### src/rtl/ssr_pkg.sv
package ssr_pkg;

  typedef enum logic [2:0] {
    SM_OFF      = 3'd0,
    SM_IN_TMR   = 3'd1,
    SM_IN_SYS   = 3'd2,
    SM_IN_EXT   = 3'd3,
    SM_OUT_FREE = 3'd4,
    SM_OUT_TMR  = 3'd5,
    SM_OUT_SYS  = 3'd6,
    SM_OUT_EXT  = 3'd7
  } ssr_mode_e;

  function automatic logic mode_is_out(input logic [2:0] m);
    return m[2];
  endfunction

  function automatic logic mode_is_ext(input logic [2:0] m);
    return m[1:0] == 2'b11;
  endfunction

  function automatic logic mode_is_timer(input logic [2:0] m);
    return (m == SM_IN_TMR) || (m == SM_OUT_FREE) || (m == SM_OUT_TMR);
  endfunction

  function automatic logic mode_is_internal(input logic [2:0] m);
    return (m != SM_OFF) && !mode_is_ext(m);
  endfunction

endpackage

### src/rtl/ssr_edge_det.sv
module ssr_edge_det (
  input  logic clk,
  input  logic rst_n,
  input  logic sclk_in,
  output logic rise
);
  logic prev_q;

  always_ff @(posedge clk or negedge rst_n) begin
    if (!rst_n) prev_q <= 1'b0;
    else        prev_q <= sclk_in;
  end

  assign rise = sclk_in && !prev_q;
endmodule

### src/rtl/ssr_rate_gen.sv
module ssr_rate_gen #(
  parameter int RATE_W = 8
) (
  input  logic              clk,
  input  logic              rst_n,
  input  logic              restart,
  input  logic              enable,
  input  logic              use_timer,
  input  logic [RATE_W-1:0] reload,
  output logic              sclk_o,
  output logic              tick
);
  localparam int HALF_W = RATE_W + 1;

  // Half bit period in clocks: reload+2 for timer rate, 1 for system rate.
  function automatic logic [HALF_W-1:0] half_len(input logic tmr,
                                                 input logic [RATE_W-1:0] r);
    return tmr ? (HALF_W'(r) + HALF_W'(2)) : HALF_W'(1);
  endfunction

  logic [HALF_W-1:0] phase_q;
  logic [HALF_W-1:0] half;
  logic              at_end;
  logic              sclk_q;

  assign half   = half_len(use_timer, reload);
  assign at_end = (phase_q == half - HALF_W'(1));

  always_ff @(posedge clk or negedge rst_n) begin
    if (!rst_n) begin
      phase_q <= '0;
      sclk_q  <= 1'b1;
    end else if (restart) begin
      phase_q <= '0;
      sclk_q  <= 1'b1;
    end else if (enable) begin
      if (at_end) begin
        phase_q <= '0;
        sclk_q  <= ~sclk_q;
      end else begin
        phase_q <= phase_q + HALF_W'(1);
      end
    end
  end

  assign sclk_o = sclk_q;
  // A bit moves on the rising half of the generated clock.
  assign tick   = enable && !restart && at_end && !sclk_q;
endmodule

### src/rtl/ssr_datapath.sv
module ssr_datapath #(
  parameter int DATA_W = 8
) (
  input  logic              clk,
  input  logic              rst_n,
  input  logic              dir_out,
  input  logic              free_run,
  input  logic              mode_chg,
  input  logic              start,
  input  logic              shift_ev,
  input  logic              load,
  input  logic [DATA_W-1:0] load_data,
  input  logic              sdata_in,
  output logic              running,
  output logic [DATA_W-1:0] sr_q,
  output logic              sdata_o,
  output logic              irq_o
);
  localparam int CNT_W = $clog2(DATA_W);
  localparam logic [CNT_W-1:0] LAST = CNT_W'(DATA_W - 1);

  function automatic logic [DATA_W-1:0] rotl(input logic [DATA_W-1:0] v);
    return {v[DATA_W-2:0], v[DATA_W-1]};
  endfunction

  function automatic logic [DATA_W-1:0] shl_in(input logic [DATA_W-1:0] v,
                                               input logic b);
    return {v[DATA_W-2:0], b};
  endfunction

  logic [CNT_W-1:0] cnt_q;

  always_ff @(posedge clk or negedge rst_n) begin
    if (!rst_n) begin
      sr_q    <= '0;
      sdata_o <= 1'b0;
      cnt_q   <= '0;
      running <= 1'b0;
      irq_o   <= 1'b0;
    end else begin
      if (load)          sr_q <= load_data;
      else if (shift_ev) sr_q <= dir_out ? rotl(sr_q) : shl_in(sr_q, sdata_in);

      if (shift_ev && dir_out) sdata_o <= sr_q[DATA_W-1];

      if (mode_chg) begin
        running <= 1'b0;
        cnt_q   <= '0;
      end else if (start) begin
        running <= 1'b1;
        cnt_q   <= '0;
        irq_o   <= 1'b0;
      end else if (shift_ev) begin
        if (cnt_q == LAST) begin
          cnt_q <= '0;
          if (!free_run) begin
            running <= 1'b0;
            irq_o   <= 1'b1;
          end
        end else begin
          cnt_q <= cnt_q + CNT_W'(1);
        end
      end
    end
  end
endmodule

### src/rtl/serial_shifter.sv
module serial_shifter
  import ssr_pkg::*;
#(
  parameter int DATA_W = 8,
  parameter int RATE_W = 8
) (
  input  logic              clk,
  input  logic              rst_n,
  input  logic [2:0]        mode,
  input  logic [RATE_W-1:0] rate_reload,
  input  logic              cpu_wr,
  input  logic              cpu_rd,
  input  logic [DATA_W-1:0] cpu_wdata,
  output logic [DATA_W-1:0] cpu_rdata,
  input  logic              sclk_in,
  input  logic              sdata_in,
  output logic              sclk_out,
  output logic              sdata_out,
  output logic              irq
);
  logic [2:0] mode_q;
  logic       mode_chg;
  logic       start;
  logic       tick;
  logic       ext_rise;
  logic       shift_ev;
  logic       running;
  logic       rate_restart;
  logic       rate_en;

  always_ff @(posedge clk or negedge rst_n) begin
    if (!rst_n) mode_q <= SM_OFF;
    else        mode_q <= mode;
  end

  assign mode_chg = (mode != mode_q);
  assign start    = !mode_chg &&
                    ((cpu_rd && mode != SM_OFF && !mode_is_out(mode)) ||
                     (cpu_wr && mode_is_out(mode)));

  ssr_edge_det u_edge (
    .clk     (clk),
    .rst_n   (rst_n),
    .sclk_in (sclk_in),
    .rise    (ext_rise)
  );

  assign rate_restart = start || mode_chg || !running;
  assign rate_en      = running && mode_is_internal(mode);

  ssr_rate_gen #(.RATE_W(RATE_W)) u_rate (
    .clk       (clk),
    .rst_n     (rst_n),
    .restart   (rate_restart),
    .enable    (rate_en),
    .use_timer (mode_is_timer(mode)),
    .reload    (rate_reload),
    .sclk_o    (sclk_out),
    .tick      (tick)
  );

  assign shift_ev = running && !start && !mode_chg &&
                    (mode_is_ext(mode) ? ext_rise : tick);

  ssr_datapath #(.DATA_W(DATA_W)) u_dp (
    .clk       (clk),
    .rst_n     (rst_n),
    .dir_out   (mode_is_out(mode)),
    .free_run  (mode == SM_OUT_FREE),
    .mode_chg  (mode_chg),
    .start     (start),
    .shift_ev  (shift_ev),
    .load      (cpu_wr),
    .load_data (cpu_wdata),
    .sdata_in  (sdata_in),
    .running   (running),
    .sr_q      (cpu_rdata),
    .sdata_o   (sdata_out),
    .irq_o     (irq)
  );
endmodule

### config.mk
export PLATFORM = sky130hd
export DESIGN_NAME = serial_shifter
export DESIGN_NICKNAME = d
export VERILOG_FILES = /design/src/rtl/ssr_pkg.sv /design/src/rtl/ssr_edge_det.sv /design/src/rtl/ssr_rate_gen.sv /design/src/rtl/ssr_datapath.sv /design/src/rtl/serial_shifter.sv
export SDC_FILE = /design/constraint.sdc
export NUM_CORES = 1
export LEC_CHECK = 0
export ABC_AREA = 1
export BUFFER_PORTS_ARGS = -buffer_cell sky130_fd_sc_hd__buf_2
export CAP_MARGIN = 20
export CELL_PAD_IN_SITES_DETAIL_PLACEMENT = 0
export CELL_PAD_IN_SITES_GLOBAL_PLACEMENT = 1
export CORE_ASPECT_RATIO = 0.9
export CORE_UTILIZATION = 36
export DETAILED_ROUTE_END_ITERATION = 7
export GPL_TIMING_DRIVEN = 0
export PLACE_DENSITY_LB_ADDON = 0.1
export RECOVER_POWER = 100
export SETUP_SLACK_MARGIN = 0.05
export SLEW_MARGIN = 20
export SYNTH_ARGS = -nofsm -noshare
export SYNTH_HDL_FRONTEND = slang
export SYNTH_SLANG_ARGS = --single-unit
### constraint.sdc
create_clock -name clk -period 1.73 [get_ports clk]
set_input_delay 0.0865 -clock clk [delete_from_list [all_inputs] [get_ports clk]]
set_output_delay 0.0865 -clock clk [all_outputs]
set_load 0.05 [all_outputs]
* Word level (Yosys, flattened, before mapping) *
Index checks and enable logic that the tools add are counted.

storage, ports and cells
  word-level logic and storage cells = 86
  register bits = 28

operators by class
  add/subtract/negate cells = 4
  bitwise logic cells = 2
  reductions and logical operators = 38
  eq/ne operators = 9
  mux-type cells = 24

operator list
  cell                 number
  $mux 9               4
  $mux 8               2
  $logic_and 1x1->1    14
  $mux 1               14
  $mux 3               4
  $reduce_bool 2->1    5
  $add 8x2->9 const B  1
  $add 9x1->9 const B  1
  $eq 3x3->1 const B   3
  $eq 9x9->1           1
  $reduce_bool 3->1    3
  $sub 9x1->9 const B  1
  $logic_not 1->1      8
  $logic_or 1x1->1     5
  $reduce_and 4->1     1
  $add 3x1->3 const B  1
  $eq 3x1->1 const B   1
  $ne 3x3->1           1
  $ne 3x3->1 const B   1
  $reduce_and 3->1     1
  $eq 2x2->1 const B   1
  $ne 2x2->1 const B   1
  $not 1->1            2
  $reduce_and 2->1     1

* Logic depth before layout (Yosys ltp) *
Gate-level depths: netlist of run 1.

  depth in word-level cells = 16
  gate-level depth with buffers = 21
  mapped depth without buffers = 20

* Cells and area by module *
Synthesis of run 1 repeated with hierarchy kept, for this count alone.

second synthesis, totals
  cell total of the unflattened synthesis = 318
  area, all modules = 2174.6 um2

modules (own cells, without submodules)
  module          times used  sequential area each (um2)  area an instance (um2)  cells each
  ssr_rate_gen    1           251.5                       1206.2                  193
  ssr_datapath    1           350.3                       711.9                   84
  serial_shifter  1           75.1                        221.5                   38
  ssr_edge_det    1           25.0                        35.0                    3

* Least setup slack after synthesis of run 1 *
No wires, ideal clock.

  path kind = input -> register
  start point = input port mode[2]
  end point = register u_dp.sr_q[7]
  library setup time = 0.119 ns
  arrival = 2.005 ns
  stages on the path = 20
  required time = 1.611 ns
  setup slack = -0.393 ns
  cell sequence = buf_4 > inv_2 > nand2_2 > nand2_2 > nor2_1 > ha_1 > nand2_1 > nor2_2 > nand3_2 > nor2_2 > nand2_1 > nand2_1 > nand2_1 > nor2_2 > nand3_2 > nand2_4 > nand2_4 > buf_6 > nand3_1 > nand2_1

between the ends
  cells in the longest elaborated chain, start to end = 14

ends and longest elaborated chain
  item                                                                  line                  RTL
  from (decl)                                                           serial_shifter.sv:9   input logic [2:0] mode,
  parallel branches: the longest is 12 deep, another holds $sub 9x1->9  --
  $logic_and 1x1->1 *                                                   serial_shifter.sv:62  assign shift_ev = running && !start && !mode_chg &&
  $reduce_bool 2->1 (no source line) *                                  --
  to (signal assigned)                                                  ssr_datapath.sv:41    if (load) sr_q <= load_data;
  to (signal assigned)                                                  ssr_datapath.sv:42    else if (shift_ev) sr_q <= dir_out ? rotl(sr_q) : shl_in(sr_q, sdata_in);
  to (decl)                                                             ssr_datapath.sv:15    output logic [DATA_W-1:0] sr_q,

Mark *: on every way between the ends.
A chain may end at the register's enable or synchronous reset.

* Worst setup path in the final report of run 1 *
  start point = register mode_q[0]
  end point = register u_dp.sr_q[7]

between the ends
  cells in the longest elaborated chain, start to end = 12

ends and longest elaborated chain
  item                                  line                                        RTL
  from (decl)                           serial_shifter.sv:21                        logic [2:0] mode_q;
  from (signal assigned)                serial_shifter.sv:33                        else mode_q <= mode;
  $ne 3x3->1 *                          serial_shifter.sv:36                        assign mode_chg = (mode != mode_q);
  $logic_not 1->1                       serial_shifter.sv:37, serial_shifter.sv:62
  $logic_and 1x1->1                     serial_shifter.sv:37                        assign start = !mode_chg &&
  $logic_or 1x1->1 (2 in series)        serial_shifter.sv:48                        assign rate_restart = start || mode_chg || !running;
  $logic_not 1->1                       ssr_rate_gen.sv:48                          assign tick = enable && !restart && at_end && !sclk_q;
  $logic_and 1x1->1 (3 in series)       ssr_rate_gen.sv:48
  $mux 1                                serial_shifter.sv:63                        (mode_is_ext(mode) ? ext_rise : tick);
  $logic_and 1x1->1 *                   serial_shifter.sv:62
  $reduce_bool 2->1 (no source line) *  --

Every way passes the cells marked *; elsewhere a longest branch is shown, timed or not.

==> metrics.cfg, run 1 <==
[timing]
hold_viol = 0
holdWs_ps = 18.62
rsz0062_at_grt = yes
max-slew-margin-rel_pct = 51.59
tns_ps = -2252
period_minus_slack_ps = 1904
fin_crit_sh_pct = 110.0
setup_viol = 21
tightest_slew_ps = 726.1
post-route-worst-setup-slack_ps = -173.7
maxSlewViolCount = 0
skew_ps = 2.819
fmax_mhz = 525.3

[clock_network]
clockBufferDepth = 2
clk_latency_ps = 280
h-tree-depth = 1
clock-root-buffer = clkbuf_8
cts_inserted_buffers = 3
clk_pin_slew_ps = 100
cts_tree = built
cts.sinks = 28

[min_path]
holdPathEnd = u_dp.sr_q[0]$_DFFE_PN0P_
min-delay-start = cpu_wdata[0]
hold_path.class = input port to register
hold_depth = 3

[cells_and_area]
fillCellCount = 550
area_delta_synth_final_pct = 41.40
num_antenna_cells = 0
drive_above_1_share_pct = 30.16
final_nets = 409

[critical_path]
critPathCaptureType = register
worstPathArrival_ps = 2080
start_kind = register
regToRegEndpoint = u_dp.sr_q[7]$_DFFE_PN0P_
rrSetupSlack_ps = -170
path_class = register to register
regToRegStartpoint = mode_q[0]$_DFF_PN0_
cp.required_ps = 1910
cp_max_fo = 5
reg2regPathDepth = 12

[floorplan]
boundaryPins = 36
core_area_um2 = 5411
start_util_pct = 38.43
row_count = 25
die_y_um = 74.10
dieArea_um2 = 6085
die_w_um = 82.12

[logic_synthesis]
ys_seq_area_share_pct = 33.75
syn_area_um2 = 2079
synth_seq_cells = 28
yosys_most_used_dff = dfrtp_1
yosysMostFrequentCell = nand2_1
syn_area_per_cell_um2 = 6.796
ys_async_sr_fraction_pct = 100.0
ys_top_cells_by_count = nand2_1, nand3_1, inv_1
syn-num-nets = 336
yosysWarnings = 0
yosys.area.top_type = dfrtp_1
synth_cells = 306
synth_edf_count = 0
netlist_top_cells_area = dfrtp_1, nand2_1, nand3_1
ys_types = 29
synth_top_area_share_pct = 32.49

[place]
globalplace.congestion = 0.7767
hpwlAfterDp_um = 3937
portBuffers = 34

[global_routing]
antenna_found_initial = 0
track_usage_pct = 19.36
grt_max_degree = 29
grt_overflow = 0
grt_pass1_vias = 1933
grt_pass1_wl_um = 8963

[drt]
detail_route.wl_per_cell_um = 12.33
vias = 2196
drt.antenna.violating_nets = 0
routed_wl_um = 5489
viasPerCell = 4.935
drc_errors = 0
firstDrtPassIters = 4
drtIter0Drc = 91

[job]
maxCapViolations = 0

[power_and_ir_drop]
power.density_nw_per_um2 = 545.4
power.total_mw = 1.604
peakVddDrop_mv = 0.3559
power_leakage_nw = 1.481

[outcome]
status = complete, but fails checks
violations = setup timing

## logic make-up (layout without fill, tap and decap cells)
logic type | after synthesis | count (layout) | share of synthesized area, %
XOR/XNOR | 11 | 11 | 4.633
flip-flops | 28 | 28 | 33.75
adder cells (fa/ha/maj) | 5 | 5 | 3.008
AND/OR/NAND/NOR | 201 | 201 | 45.13
AO/OA/AOI/OAI | 17 | 17 | 4.933
buffers and inverters | 44 | 116 | 8.544
## flip-flops by register name, summed over array words and instances, names as in the netlist
register and cells:
u_dp.sdata_o 1, u_edge.prev_q 1, u_rate.phase_q 9, u_rate.sclk_o 1, u_dp.running 1, u_dp.sr_q 8, mode_q 3, u_dp.cnt_q 3
u_dp.irq_o 1
## stage by stage
step	setup slack [ps]	instance area (µm²)	util [%]	instances
after global placement	-684.6	2394	44.23	407
after global routing	-260.9	2940	54.34	445
final	-173.7	2940	54.34	445
after floorplan	-237.7	2140	-	306
after detailed placement	-690.1	2394	44.23	407
after CTS	-192.9	2720	50.27	436
## critical path, stage by stage, from the launching register on
cell and delay (ps):
dfrtp_1 380, or2_1 220, a211oi_2 250, nand2_1 140, inv_2 80, nand2_2 60
nor2_2 100, nand3_2 100, nand2_4 120, nand2_8 80, clkbuf_16 170, nand3_2 50
nand2_1 60
## final cells by class
type                    count  area (µm²)  area share [%]
multi-input cells         234        1415           48.13
plain buffers               3       22.52          0.7660
clock buffers               4       45.04           1.532
repair buffers             70       515.5           17.53
well taps                  67       83.83           2.851
flip-flops and latches     28       701.9           23.87
inverters                  39       156.4           5.319
## layer usage
layer | vias to the layer above | wire length (µm) | track usage [%]
met5 | - | 0 | 0
met4 | 0 | 21 | 2.924
met3 | 3 | 197 | 3.313
met2 | 37 | 2369 | 28.56
met1 | 1021 | 2900 | 29.79
li1 | 1135 | - | -
## worst max-delay path by stage
stage / endpoint / cells past startpoint / from / slack (ps)
2_1_floorplan: u_dp.sr_q[2]$_DFFE_PN0P_ / 18 / mode[2] / -240
4_1_cts: u_dp.sr_q[3]$_DFFE_PN0P_ / 12 / mode_q[0]$_DFF_PN0_ / -190
3_3_place_gp: u_dp.sr_q[2]$_DFFE_PN0P_ / 21 / mode[2] / -680
3_5_place_dp: u_dp.sr_q[2]$_DFFE_PN0P_ / 21 / mode[2] / -690
6_report: u_dp.sr_q[7]$_DFFE_PN0P_ / 12 / mode_q[0]$_DFF_PN0_ / -170
5_1_grt: u_dp.sr_q[7]$_DFFE_PN0P_ / 13 / u_rate.phase_q[1]$_DFFE_PN0P_ / -260
## power by group
group	total, mW	internal, mW	switching [mW]
combinational	0.512	0.186	0.326
clock	0.380	0.166	0.214
sequential	0.712	0.687	0.0251
total	1.60	1.04	0.565
## cell usage in the layout, fill, tap and decap left out, types with 5 or more instances in the layout
cell and instances:
buf_2 18, buf_4 27, clkbuf_1 14, dfrtp_1 27
dlygate4sd3_1 5, inv_1 32, inv_2 5, nand2_1 96
nand2_4 7, nand3_1 37, nand3_2 15, nand4_1 7
nor2_1 14, nor2_4 8, o21ai_1 5, xor2_1 10
## what timing repair did
action / CTS / global route
hold buffers: 5 / 0
setup endpoints to repair: 24 / 24
hold endpoints to repair: 31 / 0
pin swaps: 13 / 22
gates resized for setup: 24 / 33
gates cloned: 0 / 1
setup buffers: 20 / 10
No activity file was read; power rests on OpenSTA's default activity.
==> inputs of run 2 (changes only) <==
CORE_UTILIZATION = 43   (was 36)
PLACE_DENSITY = 0.85   (was default)
PLACE_DENSITY_LB_ADDON = default   (was 0.1)
RECOVER_POWER = 50   (was 100)
clock period = 2.2 ns   (was 1.73 ns; I/O delays follow)
==> run 2 against run 1 <==
First-iteration DRC count shrank 8.8%. Combinational power decreased by 29%. Sequential power shrank 21%. Via count shrank 6.1%. Clock power fell by 18%. Maximum frequency fell by 5.5%. Critical path depth unchanged. Clock-buffer cell count did not move. The flow finishes with violations (capacitance limit, slew limit). Largest power group unchanged. Sequential share of layout area up 2.2 points. Final cell count down 4.7%. Critical endpoint is now u_dp.sr_q[2]$_DFFE_PN0P_. Clock skew is 1.7 ps higher.
==> metrics.cfg, run 2 (synthesis gave the netlist of run 1 again) <==
[outcome]
status = complete, but fails checks
violations = capacitance limit, slew limit

[timing]
hold_viol = 0
fin_crit_sh_pct = 91.53
tightest_slew_ps = 1501
holdWs_ps = 33.85
period_minus_slack_ps = 2014
setup_viol = 0
max-slew-margin-rel_pct = -0.06804
skew_ps = 4.553
maxSlewViolCount = 28
rsz0062_at_grt = no
post-route-worst-setup-slack_ps = 186.3
fmax_mhz = 496.6

[drt]
routed_wl_um = 4896
detail_route.wl_per_cell_um = 11.55
firstDrtPassIters = 4
vias = 2062
drtIter0Drc = 83
drc_errors = 0
viasPerCell = 4.863
drt.antenna.violating_nets = 0

[cells_and_area]
top_register = u_rate.phase_q
finalNonFillerCells = 424
drive_above_1_share_pct = 25.97
final_area_um2 = 2690
layout_common_cells = nand2_1, nand3_1, inv_1
area_delta_synth_final_pct = 29.36
final_nets = 393
num_antenna_cells = 0
top_regs = u_rate.phase_q x9, u_dp.sr_q x8
final_common_cell = nand2_1
final_core_util_pct = 59.16
largest_reg_flops = 9

[floorplan]
start_util_pct = 45.73
row_count = 23
boundaryPins = 36
dieArea_um2 = 5119
core_area_um2 = 4547
die_y_um = 67.98
die_w_um = 75.31

[global_routing]
antenna_found_initial = 0
grt_pass1_wl_um = 8224
track_usage_pct = 20.86
grt_pass1_vias = 1867
grt_max_degree = 29
grt_overflow = 0

[critical_path]
slowest_stage = dfrtp_1
path_cells = or2_1, a211oi_2, nand2_2, inv_2, nand2_1, nor2_1, nand3_2, nand2_4, nand2_8, buf_8, nand3_2, nand2_1
cp_max_fo = 5
critPathCaptureType = register
max_stage_delay_ps = 380
cp.required_ps = 2360
start_kind = register
worstPathArrival_ps = 2180
path_class = register to register

[power_and_ir_drop]
power_frac_comb_pct = 29.5
p_sw_share_pct = 33.32
p_clk_share_pct = 25.3
p_int_mw = 0.8256
peakVddDrop_mv = 0.3816
seq_power_share_pct = 45.2
power.density_nw_per_um2 = 460.3
power_leakage_nw = 1.393
p_switching_mw = 0.4126

[clock_network]
h-tree-depth = 1
cts_tree = built
cts.sinks = 28
clk_pin_slew_ps = 90
clock-root-buffer = clkbuf_8
clk_latency_ps = 270
clockBufferDepth = 2
cts_inserted_buffers = 3

[place]
place_ws_ps = -476.7
globalplace.congestion = 0.8067
dpl_cell_area_um2 = 2327
dp.cells = 402
portBuffers = 34
hpwlAfterDp_um = 3615

[min_path]
hold_path.class = input port to register

[job]
maxCapViolations = 1

[run 2: cell types whose count changed in the layout (fill, tap and decap cells not counted), sizes merged]
| cell | previous run | this run |
|---|---|---|
| dlygate4sd3 | 5 | 4 |
| buf | 52 | 47 |
| clkbuf | 20 | 10 |
[run 2: what timing repair did]
item | 4_1_cts | 5_1_grt
cloned | 1 | 0
endpoints found under the setup margin | 24 | 24
resized for setup | 8 | 28
hold endpoints to repair | 30 | 0
pin swaps | 6 | 20
buffers inserted | 5 | 9
hold buffers | 4 | 0
[run 2: layer usage]
layer | wire length [µm] | vias up | part of all wire (%) | track usage, %
met3 | 189 | 4 | 3.9 | 3.535
met1 | 2641 | 920 | 54 | 32.00
met5 | 0 | - | 0 | 0
met4 | 31 | 0 | 0.63 | 2.315
met2 | 2034 | 40 | 42 | 31.36
li1 | - | 1098 | - | -
[run 2: per-stage QoR]
stage	TNS [ps]	power (mW)
after detailed placement	-9619	0.8817
after floorplan	0	0.7901
after global placement	-9277	0.8804
after CTS	0	1.216
final	0	1.238
after global routing	0	1.313
[run 2: layout make-up]
| type | instances | area, µm² |
|---|---|---|
| Sequential cell | 28 | 701.9 |
| Buffer | 4 | 37.54 |
| Fill cell | 451 | 1857 |
| Inverter | 39 | 156.4 |
| Tap cell | 62 | 77.57 |
| Timing Repair Buffer | 53 | 351.6 |
| Clock buffer | 4 | 55.05 |
| Multi-Input combinational cell | 234 | 1310 |
[run 2: critical path: cells and delay by family (launching register included)]
kind | cells | cell delay [ps]
DFF | 1 | 380
buffers and inverters | 2 | 270
and+or+nand+nor | 9 | 970
AOI/OAI and AO/OA | 1 | 290
[run 2: path summary, 6_finish.rpt]
check | slack (ps) | cells after the start | endpoint | from
hold reg to reg | 500 | 2 | u_dp.sdata_o$_DFFE_PN0P_ | u_dp.sdata_o$_DFFE_PN0P_
setup / recovery | 190 | 12 | u_dp.sr_q[2]$_DFFE_PN0P_ | mode_q[0]$_DFF_PN0_
min in group asynchronous | 720 | 2 | u_edge.prev_q$_DFF_PN0_ | rst_n
hold / removal | 30 | 1 | mode_q[0]$_DFF_PN0_ | mode[0]
setup reg to reg | 190 | 12 | u_dp.sr_q[2]$_DFFE_PN0P_ | mode_q[0]$_DFF_PN0_
max in group asynchronous | 610 | 2 | u_dp.sr_q[7]$_DFFE_PN0P_ | rst_n
[run 2: power groups by stage]
stage	clock network, mW	logic, mW	registers, mW
final	0.313	0.365	0.560
after floorplan	0	0.152	0.638
after global routing	0.343	0.406	0.564
after global placement	0	0.312	0.568
after detailed placement	0	0.314	0.568
after CTS	0.326	0.331	0.558
==> inputs of run 3 (changes only) <==
CORE_ASPECT_RATIO = 0.5   (was 0.9)
SYNTH_HIERARCHICAL = 1   (was default)
==> run 3 against run 2 <==
Power is 2.9% higher. Combinational power is 14% lower. Highest routed layer unchanged. The run ends with setup timing left. Largest power group unchanged. Sequential share of layout area is 0.87 points lower. Non-clock buffer count is 2 lower. Critical path type is now input port to register.
==> metrics.cfg, run 3 <==
[global_routing]
track_usage_pct = 20.49
use_met3_pct = 4.000
grt_use_met2_pct = 37.44
grt_pass1_vias = 2017
grt_overflow = 0
grt_max_degree = 29
grt_use_met1_pct = 25.54
antenna_found_initial = 0
grt_pass1_wl_um = 8583
busiest_layer = met2

[power_and_ir_drop]
p_clk_share_pct = 32.6
power_frac_comb_pct = 24.6
p_switching_mw = 0.3846
seq_power_share_pct = 42.8
peakVddDrop_mv = 0.3971
power_leakage_nw = 1.420
p_int_mw = 0.8894
power.density_nw_per_um2 = 457.8
p_sw_share_pct = 30.19
power.total_mw = 1.274

[logic_synthesis]
synth_seq_cells = 28
ys_top_cells_by_count = nand2_1, inv_1, nand3_1
ys_async_sr_fraction_pct = 100.0
ys_types = 30
synth_edf_count = 0
syn_area_per_cell_um2 = 6.838
ys_seq_area_share_pct = 32.28
synth_top_area_share_pct = 31.07
syn-num-nets = 348
yosysMostFrequentCell = nand2_1
yosys_most_used_dff = dfrtp_1
synth_cells = 318
yosys.area.top_type = dfrtp_1
netlist_top_cells_area = dfrtp_1, nand2_1, nand3_1
syn_area_um2 = 2175
yosysWarnings = 6

[drt]
vias = 2120
drc_errors = 0
routed_wl_um = 4887
detail_route.wl_per_cell_um = 11.11
drtIter0Drc = 45
drt.antenna.violating_nets = 0
firstDrtPassIters = 4
viasPerCell = 4.818

[critical_path]
start_kind = input port
path_class = input port to register
worstPathArrival_ps = 2600
cp_num_cells = 24
max_stage_delay_ps = 220
path_cells = buf_12, inv_12, a21oi_4, inv_2, nor2_4, ha_4, xor2_1, nand3_1, nor2_1, nand3_1, nor2_2, nand3_1, nor2_1, nand4_1, nor2_1, nand2_1, nand2_1, inv_2, nor2_2, buf_6, inv_8, nor2_8, nand2_1, nand2_1
slowest_stage = a21oi_4
reg2regPathDepth = 18
cp.required_ps = 2420
cp_top_family = simple AND/OR/NAND/NOR gates
worst-path-buf-inv = 6
critPathCaptureType = register
cp_common_cell = nand2_1
cp_max_fo = 8

[cells_and_area]
drive_above_1_share_pct = 29.14
top_regs = u_rate/phase_q x9, u_dp/sr_q x8
area_delta_synth_final_pct = 27.96
largest_reg_flops = 9
final_nets = 405
num_antenna_cells = 0
finalNonFillerCells = 440
final_core_util_pct = 60.29
fillCellCount = 461
final_area_um2 = 2783
layout_common_cells = nand2_1, inv_1, nand3_1, buf_2, dfrtp_1
final_common_cell = nand2_1
top_register = u_rate/phase_q

[place]
place_ws_ps = -770.2
dp.cells = 419
globalplace.congestion = 0.7622
portBuffers = 35
hpwlAfterDp_um = 3709
dpl_cell_area_um2 = 2484

[timing]
tns_ps = -2021
hold_viol = 0
skew_ps = 3.756
tightest_slew_ps = 1494
post-route-worst-setup-slack_ps = -182.9
max-slew-margin-rel_pct = 0.3778
fin_crit_sh_pct = 108.3
setup_viol = 14
fmax_mhz = 419.7
period_minus_slack_ps = 2383
holdWs_ps = 37.02
maxSlewViolCount = 0
rsz0062_at_grt = yes

[floorplan]
dieArea_um2 = 5363
row_count = 17
core_area_um2 = 4616
start_util_pct = 47.11
die_y_um = 52.29
boundaryPins = 36
die_w_um = 102.6

[min_path]
hold_depth = 3
hold_path.class = input port to register

[clock_network]
cts.sinks = 28
cts_tree = built
clk_pin_slew_ps = 100
clk_latency_ps = 280
cts_inserted_buffers = 3
h-tree-depth = 1
clock-root-buffer = clkbuf_8
clockBufferDepth = 2

[job]
maxCapViolations = 0

[outcome]
status = complete, but fails checks
violations = setup timing

==> run 3: cell types whose count changed in the layout (fill, tap and decap cells not counted), moves of 6 or more <==
| cell | delta |
|---|---|
| nand2_1 | -6 |
| o22ai_1 | -6 |
| nor2_1 | +9 |
| nand3_1 | -10 |
| nand2_2 | +9 |
| o21ai_1 | +10 |
==> run 3: power by group through the flow <==
stage	Combinational [mW]	Sequential, mW	Clock (mW)
3_3_place_gp	0.276	0.553	0
6_report	0.314	0.545	0.415
5_1_grt	0.349	0.548	0.440
4_1_cts	0.310	0.544	0.425
3_5_place_dp	0.282	0.553	0
2_1_floorplan	0.149	0.599	0
==> run 3: cells by family after synthesis <==
family | count (synthesis) | share of synthesized area (%)
and+or+nand+nor | 208 | 46.78
buffers and inverters | 48 | 9.436
DFF | 28 | 32.28
AOI/OAI and AO/OA | 21 | 5.409
xor gates and xnor gates | 8 | 3.222
adders and majority gates | 5 | 2.877
==> run 3: layer usage <==
layer / up-vias / share of wire, %
met5: - / 0
met4: 0 / 0.57
met3: 4 / 4.5
met2: 46 / 44
met1: 947 / 51
li1: 1123 / -
==> run 3: area by class of cell <==
| type | instances | area [µm²] | area share, % |
|---|---|---|---|
| Inverter | 45 | 193.9 | 6.969 |
| Buffer | 3 | 37.54 | 1.349 |
| Timing Repair Buffer | 52 | 342.8 | 12.32 |
| Clock buffer | 3 | 41.29 | 1.484 |
| Clock inverter | 1 | 30.03 | 1.079 |
| Sequential cell | 28 | 701.9 | 25.22 |
| Multi-Input combinational cell | 242 | 1353 | 48.61 |
| Tap cell | 66 | 82.58 | 2.968 |
==> run 3: final timing paths <==
path                                          startpoint                        end  slack [ps]
max                                              mode[2]   u_dp/sr_q[0]$_DFFE_PN0P_        -180
min reg2reg                    u_rate/sclk_o$_DFFE_PN1P_  u_rate/sclk_o$_DFFE_PN1P_         510
max in group asynchronous                          rst_n        mode_q[2]$_DFF_PN0_         620
min in group asynchronous                          rst_n   u_dp/sr_q[2]$_DFFE_PN0P_         720
min                                         cpu_wdata[6]   u_dp/sr_q[6]$_DFFE_PN0P_          40
max reg2reg                u_rate/phase_q[1]$_DFFE_PN0P_   u_dp/sr_q[0]$_DFFE_PN0P_           0
==> run 3: what timing repair did <==
item,4_1_cts,5_1_grt
setup buffers,13,1
resized for setup,17,13
pin swaps,9,8
hold endpoints to repair,29,0
hold buffers,3,0
setup endpoints to repair,14,14
==> run 3: worst register-to-register path, stage by stage (launching register included) <==
cell     delay, ps
dfrtp_1        420
xor2_1         140
nand3_1         90
nor2_1          90
nand3_1        100
nor2_2         110
nand3_1         70
nor2_1         120
nand4_1        100
nor2_1         110
nand2_1         50
nand2_1         70
inv_2           40
nor2_2          90
buf_6          160
inv_8           60
nor2_8         180
nand2_1         70
nand2_1         70
